### config.mk
export PLATFORM = sky130hd
export DESIGN_NAME = adc_trig_sel
export DESIGN_NICKNAME = d
export VERILOG_FILES = /design/src/rtl/adc_trig_pkg.sv /design/src/rtl/trig_edge.sv /design/src/rtl/ext_fall_det.sv /design/src/rtl/adc_trig_sel.sv
export SDC_FILE = /design/constraint.sdc
export NUM_CORES = 1
export LEC_CHECK = 0
export BUFFER_PORTS_ARGS = -buffer_cell sky130_fd_sc_hd__buf_2
export CAP_MARGIN = 20
export CELL_PAD_IN_SITES_DETAIL_PLACEMENT = 0
export CELL_PAD_IN_SITES_GLOBAL_PLACEMENT = 1
export CORE_AREA = 8 8 59 61
export CTS_CLUSTER_DIAMETER = 30
export DETAILED_ROUTE_END_ITERATION = 7
export DIE_AREA = 0 0 67 69
export PLACE_DENSITY_LB_ADDON = 0.1
export SLEW_MARGIN = 20
export SYNTH_ARGS = -nofsm -noshare
export SYNTH_HDL_FRONTEND = slang
export SYNTH_SLANG_ARGS = --single-unit
### constraint.sdc
create_clock -name clk -period 1.9 [get_ports clk]
set_clock_uncertainty 0.15 [all_clocks]
set_input_delay 0.285 -clock clk [delete_from_list [all_inputs] [get_ports clk]]
set_output_delay 0.285 -clock clk [all_outputs]
set_load 0.005 [all_outputs]
### src/rtl/adc_trig_pkg.sv
package adc_trig_pkg;

    // Source codes: other logic decodes these values, so they are fixed.
    typedef enum logic [1:0] {
        SRC_SW   = 2'b00,
        SRC_MTMR = 2'b01,
        SRC_QTMR = 2'b10,
        SRC_EXT  = 2'b11
    } trig_src_e;

    typedef struct packed {
        trig_src_e mode;   // source code seen in the previous cycle
        logic      armed;  // start bit
        logic      pulse;  // registered start pulse
    } ctl_state_t;

endpackage

### src/rtl/trig_edge.sv
// Rising-edge detector over a vector of flags, each gated by its own enable.
module trig_edge #(
    parameter int WIDTH = 8
) (
    input  logic             clk,
    input  logic             rst_n,
    input  logic [WIDTH-1:0] flags,
    input  logic [WIDTH-1:0] enables,
    input  logic             blank,
    output logic             hit
);

    logic [WIDTH-1:0] prev_d, prev_q;
    logic [WIDTH-1:0] rise;

    always_comb begin
        prev_d = flags;
        rise   = flags & ~prev_q & enables;
        hit    = (|rise) & ~blank;
    end

    always_ff @(posedge clk) begin
        if (!rst_n) begin
            prev_q <= '0;
        end else begin
            prev_q <= prev_d;
        end
    end

endmodule

### src/rtl/ext_fall_det.sv
// Synchronises an asynchronous pin and flags a qualified falling edge.
module ext_fall_det #(
    parameter int SYNC_STAGES = 2
) (
    input  logic clk,
    input  logic rst_n,
    input  logic pin,
    input  logic qual,
    input  logic blank,
    output logic fall
);

    localparam int CHAIN = SYNC_STAGES + 1;  // synchroniser plus one history flop

    logic [CHAIN-1:0] chain_d, chain_q;

    always_comb begin
        chain_d = {chain_q[CHAIN-2:0], pin};
        fall    = chain_q[CHAIN-1] & ~chain_q[CHAIN-2] & qual & ~blank;
    end

    always_ff @(posedge clk) begin
        if (!rst_n) begin
            chain_q <= '1;   // idle-high pin: no edge out of reset
        end else begin
            chain_q <= chain_d;
        end
    end

endmodule

### src/rtl/adc_trig_sel.sv
module adc_trig_sel
    import adc_trig_pkg::*;
#(
    parameter int MT_FLAGS    = 8,
    parameter int QT_FLAGS    = 4,
    parameter int EXT_SYNC    = 2
) (
    input  logic                clk,
    input  logic                rst_n,
    input  logic [1:0]          mode_sel,
    input  logic                start_set,
    input  logic                start_clr,
    input  logic [MT_FLAGS-1:0] mt_flag,
    input  logic [MT_FLAGS-1:0] mt_en,
    input  logic [QT_FLAGS-1:0] qt_flag,
    input  logic [QT_FLAGS-1:0] qt_en,
    input  logic                ext_pin,
    input  logic                ext_en,
    input  logic                ext_dir_in,
    input  logic                conv_busy,
    input  logic                conv_done,
    output logic                conv_start,
    output logic                armed,
    output logic                trig_busy
);

    ctl_state_t st_d, st_q;
    trig_src_e  mode_in;
    logic       blank;
    logic       mt_hit, qt_hit, ext_hit;
    logic       event_sel;

    assign mode_in = trig_src_e'(mode_sel);
    assign blank   = (mode_in != st_q.mode);

    trig_edge #(.WIDTH(MT_FLAGS)) u_mt_edge (
        .clk     (clk),
        .rst_n   (rst_n),
        .flags   (mt_flag),
        .enables (mt_en),
        .blank   (blank),
        .hit     (mt_hit)
    );

    trig_edge #(.WIDTH(QT_FLAGS)) u_qt_edge (
        .clk     (clk),
        .rst_n   (rst_n),
        .flags   (qt_flag),
        .enables (qt_en),
        .blank   (blank),
        .hit     (qt_hit)
    );

    ext_fall_det #(.SYNC_STAGES(EXT_SYNC)) u_ext (
        .clk   (clk),
        .rst_n (rst_n),
        .pin   (ext_pin),
        .qual  (ext_en & ext_dir_in),
        .blank (blank),
        .fall  (ext_hit)
    );

    always_comb begin
        st_d      = st_q;
        st_d.mode = mode_in;

        unique case (mode_in)
            SRC_SW:   event_sel = start_set;
            SRC_MTMR: event_sel = st_q.armed & mt_hit;
            SRC_QTMR: event_sel = st_q.armed & qt_hit;
            SRC_EXT:  event_sel = st_q.armed & ext_hit;
            default:  event_sel = 1'b0;
        endcase

        // Events are dropped while the converter is busy or a pulse is out.
        st_d.pulse = event_sel & ~conv_busy & ~st_q.pulse;

        if (start_clr) begin
            st_d.armed = 1'b0;
        end
        if (mode_in == SRC_SW && conv_done) begin
            st_d.armed = 1'b0;
        end
        if (start_set) begin
            st_d.armed = 1'b1;
        end
    end

    always_ff @(posedge clk) begin
        if (!rst_n) begin
            st_q <= '{mode: SRC_SW, armed: 1'b0, pulse: 1'b0};
        end else begin
            st_q <= st_d;
        end
    end

    assign conv_start = st_q.pulse;
    assign armed      = st_q.armed;
    assign trig_busy  = st_q.pulse | conv_busy;

endmodule

# == After elaboration in Yosys (flattened, before gate mapping) ==
# Cells that the tools add are included.
# classes
addsub,0
magnitude_cmp,0
shift,0
n_eq_ne,4
mux,4
n_reduce_logical,5
div,0
mul,0
bitwise_logic,22
# op_table
op,n
8-bit bitwise AND,2
1-bit bitwise AND,11
4-bit bitwise AND,2
8-bit NOT,1
8-bit OR reduction,1
"2-bit equality test, second input constant",2
1-bit NOT,4
4-bit NOT,1
1-bit one-hot mux with 4 select lines,1
4-bit OR reduction,1
1-bit 2-to-1 mux,3
3-bit nonzero test,1
"2-bit by 1-bit equality test with 1-bit output, second input constant",1
2-bit zero test,1
2-bit != test,1
1-bit logical AND,1
1-bit bitwise OR,1
# totals
ramBits,0
latch_bits,0
rom_bits,0
n_memories,0
regBits,19
word_cells,41
out_inout_bits,3
in_bits,35

# == Logic depth before layout (Yosys ltp) ==
# logic_depth
word_depth,9
depth_mapped,4
depth_no_buf,4

# == Hierarchy ==
# A second synthesis with hierarchy kept.
# unflattened
cells_unflattened,73
hier_area_um2,714.4
# by_module_without_submodules
module,area_each_um2,n_inst,seq_area_each_um2,cells_each
trig_edge at u_mt_edge,282.8,1,160.2,30
adc_trig_sel,196.4,1,80.1,22
trig_edge at u_qt_edge,143.9,1,80.1,14
ext_fall_det,91.3,1,60.1,7

# == Worst setup path after synthesis ==
# Ideal clock, no wire load.
# synth_timing
path_kind,input to register
from,input conv_busy
to,register st_q (netlist bit conv_start)
t_required_ns,1.638
setup_time_ns,0.112
t_arrival_ns,1.227
stages,4
setup_slack_ns,0.411
path_buffers,0
cell_sequence,or3b_1 -> o221ai_1 -> nor3_1 -> a2111oi_1
# synth_via
elab_chain_len,3
# synth_lines
item,line_no,text
"start, declared",adc_trig_sel.sv:20,"input logic conv_busy,"
1-bit NOT,adc_trig_sel.sv:76,st_d.pulse = event_sel & ~conv_busy & ~st_q.pulse;
1-bit bitwise AND (2 in a row),adc_trig_sel.sv:76,
"end signal, assigned",adc_trig_sel.sv:91,"st_q <= '{mode: SRC_SW, armed: 1'b0, pulse: 1'b0};"
"end signal, assigned",adc_trig_sel.sv:93,st_q <= st_d;
"end, declared",adc_trig_sel.sv:27,"ctl_state_t st_d, st_q;"
# Every way passes these cells.
# A chain may end at the register's enable or synchronous reset.

# == Worst setup path in the final report ==
# layout_timing
from,register st_q (netlist bit conv_start)
to,register st_q (netlist bit conv_start)
# layout_via
elab_chain_len,2
# layout_lines
item,line_no
1-bit NOT,adc_trig_sel.sv:76
1-bit bitwise AND,adc_trig_sel.sv:76
# Every way passes these cells.

==> run metrics <==
status=finished clean; Pre-antenna DRT Iters=3; final worst slack=0.323 ns; drt total wl=1700 µm; TNS Setup=0 ns; CTS Hold Buffers Added=0; Worst Path Max Fanout=3; kind of cell adding the most delay to the critical path=compound AO/OA/AOI/OAI gates; Antenna Nets Post-Route=0; most common cell in the synthesized netlist=dfxtp_1; syn_area_per_cell=10.0 µm²; CTS tree=done; Core Area=2620 µm²; GP Congestion=0.728; Clock transition at path regs=0.10 ns; Worst setup EP type=register; placed cell count=140; synth cell count leaders=19 x dfxtp_1, 9 x and2_1, 7 x nand2_1, 7 x nand3b_1, 5 x and2_2; Longest Clk Path Bufs=2; Peak VDD IR=361 µV; die area=4620 µm²; Logic pwr share=0.130; Setup CP Type=reg2reg; Yosys warnings=0; DRT iter0 DRCs=23; # DRC=0; vias=632; Non-Filler Instances=144; clock share of power=0.273; dpl ws=0.216 ns; Die Wd=67 µm; Final HPWL DP=1400 µm; Worst EP arrival=1.61 ns; PwrDens=728 nW/µm²; ranking of synthesized cells by area=dfxtp_1 53%, and2_1 7.8%, nand3b_1 7.3%; max incr delay on CP=0.37 ns; GRT Total Usage=0.0730; crit path launch type=register; Main synth FF type=dfxtp_1; Flop pwr share=0.596; setup slack, reg-to-reg=0.32 ns; Sw Pwr=156 µW; row count=19; first-pass GRT wire length=2730 µm; #FFs+latches synth=19; clock sinks=19; initial antenna violation count=0; HP Class=in2reg; Worst-Margin Slew=0.287 ns; CP cell instances=or3b_1 -> o221ai_1 -> nor3_1 -> a2111oi_1; GR Overflow Total=0; Worst Setup EP=conv_start$_SDFF_PN0_; RSZ-0062 raised after global routing=no; Net Sw Frac=0.219; Period minus WS final=1.58 ns; setup bufs post-CTS=0; Post-Syn Nets=107; CTS resizes=0; share of cells above drive strength 1=0.416; Mapped Area=722 µm²; RR Endpoint=conv_start$_SDFF_PN0_; port bufs=37; worst path bufs/invs=0; Syn Inst Count=72; FFs w/ async S/R, synth=0; Layout area overhead=35.2%; Worst Setup SP=conv_start$_SDFF_PN0_; Clock Latency Late Sink=0.28 ns; Worst path slowest cell=or3b_1; Final #Nets=149; Max-slew headroom=0.808; Lkg Pwr=0.000452 µW; hold path start=ext_pin; number of cells on the critical path=4; Starting Density=0.276; Post-synth EDFFs=0; cts bufs inserted=3; WP data required=1.93 ns; max capacitance violation total=0; Die H=69 µm; cell internal pwr=555 µW; vias in the first global route=639; routed vias/inst=4.39; fin crit share=0.830; post-synthesis sequential area ratio=0.527; fin. max-slew vios=0; R2R Path Start=conv_start$_SDFF_PN0_; Final setup viols=0; worst-case reg-to-reg path depth=4; Root Buffer=clkbuf_4; final-report hold violation count=0; n_diodes=0; largest net degree at the start of global routing=19; post-DR wirelength/cell=11.8 µm; biggest area consumer among synthesized cells=dfxtp_1; Synth top area share=0.527; Synth cell types=24; Tot Pwr=710 µW; H-Tree Depth=1; I/O pins=38; FMAX=634 MHz
[worst min path at each step]
| stage | endpoint | slack, ns | cells past startpoint |
|---|---|---|---|
| floorplan | u_ext.chain_q[0]$_SDFF_PN1_ | 0.23 | 1 |
| global placement | u_ext.chain_q[1]$_SDFF_PN1_ | 0.24 | 1 |
| detailed placement | u_ext.chain_q[1]$_SDFF_PN1_ | 0.25 | 1 |
| CTS | u_ext.chain_q[0]$_SDFF_PN1_ | 0.006 | 2 |
| global route | u_ext.chain_q[0]$_SDFF_PN1_ | 0.003 | 2 |
| finish | u_ext.chain_q[0]$_SDFF_PN1_ | 0.02 | 2 |
[through the flow]
stage	hold slack (ns)	area, µm²	utilization
5_1_grt	0.00338	976	0.373
4_1_cts	0.00628	976	0.373
2_1_floorplan	0.231	722	-
3_5_place_dp	0.246	950	0.363
6_report	0.0180	976	0.373
3_3_place_gp	0.237	950	0.363
[layout by cell type, fill, tap and decap left out, types with 2 or more instances in the layout]
cell type / n
o22ai_1: 2
nand3b_1: 7
o221ai_1: 2
a21oi_1: 2
nand2b_1: 2
clkbuf_4: 3
and2_2: 5
or2b_1: 3
dfxtp_1: 19
buf_2: 37
and2_1: 9
nand2_1: 7
[metal layers]
metal	vias up	routed length [µm]	global-route usage
li1	332	-	-
met1	274	799	0.0899
met2	24	718	0.104
met3	2	165	0.0372
met4	0	16	0.0279
met5	-	0	0
[power by group through the flow]
stage	clock [µW]	sequential, µW	combinational [µW]
global placement	0	433	93.7
CTS	210	424	95.7
floorplan	0	432	41.4
global route	225	425	104
detailed placement	0	433	95.1
finish	194	424	92.7
[final cells by class]
cell class	count	area [µm²]
Fill cell	286	1640
Sequential cell	19	380
Multi-Input combinational cell	51	334
Timing Repair Buffer	38	193
Tap cell	31	38.8
Clock buffer	4	26.3
Inverter	1	3.75
[flip-flops by register name (all words and copies together), names as in the netlist]
name              cells
u_mt_edge.prev_q      8
conv_start            1
u_ext.chain_q         3
st_q                  2
armed                 1
u_qt_edge.prev_q      4
[cells by family (layout without fill, tap and decap cells)]
group	count (synthesis)	after routing	synth area share
AND/OR/NAND/NOR	39	39	0.343
flip-flops	19	19	0.527
AO/OA/AOI/OAI	11	11	0.107
buffers and inverters	2	43	0.0104
XOR/XNOR	1	1	0.0121
No activity file was read; power rests on OpenSTA's default activity.
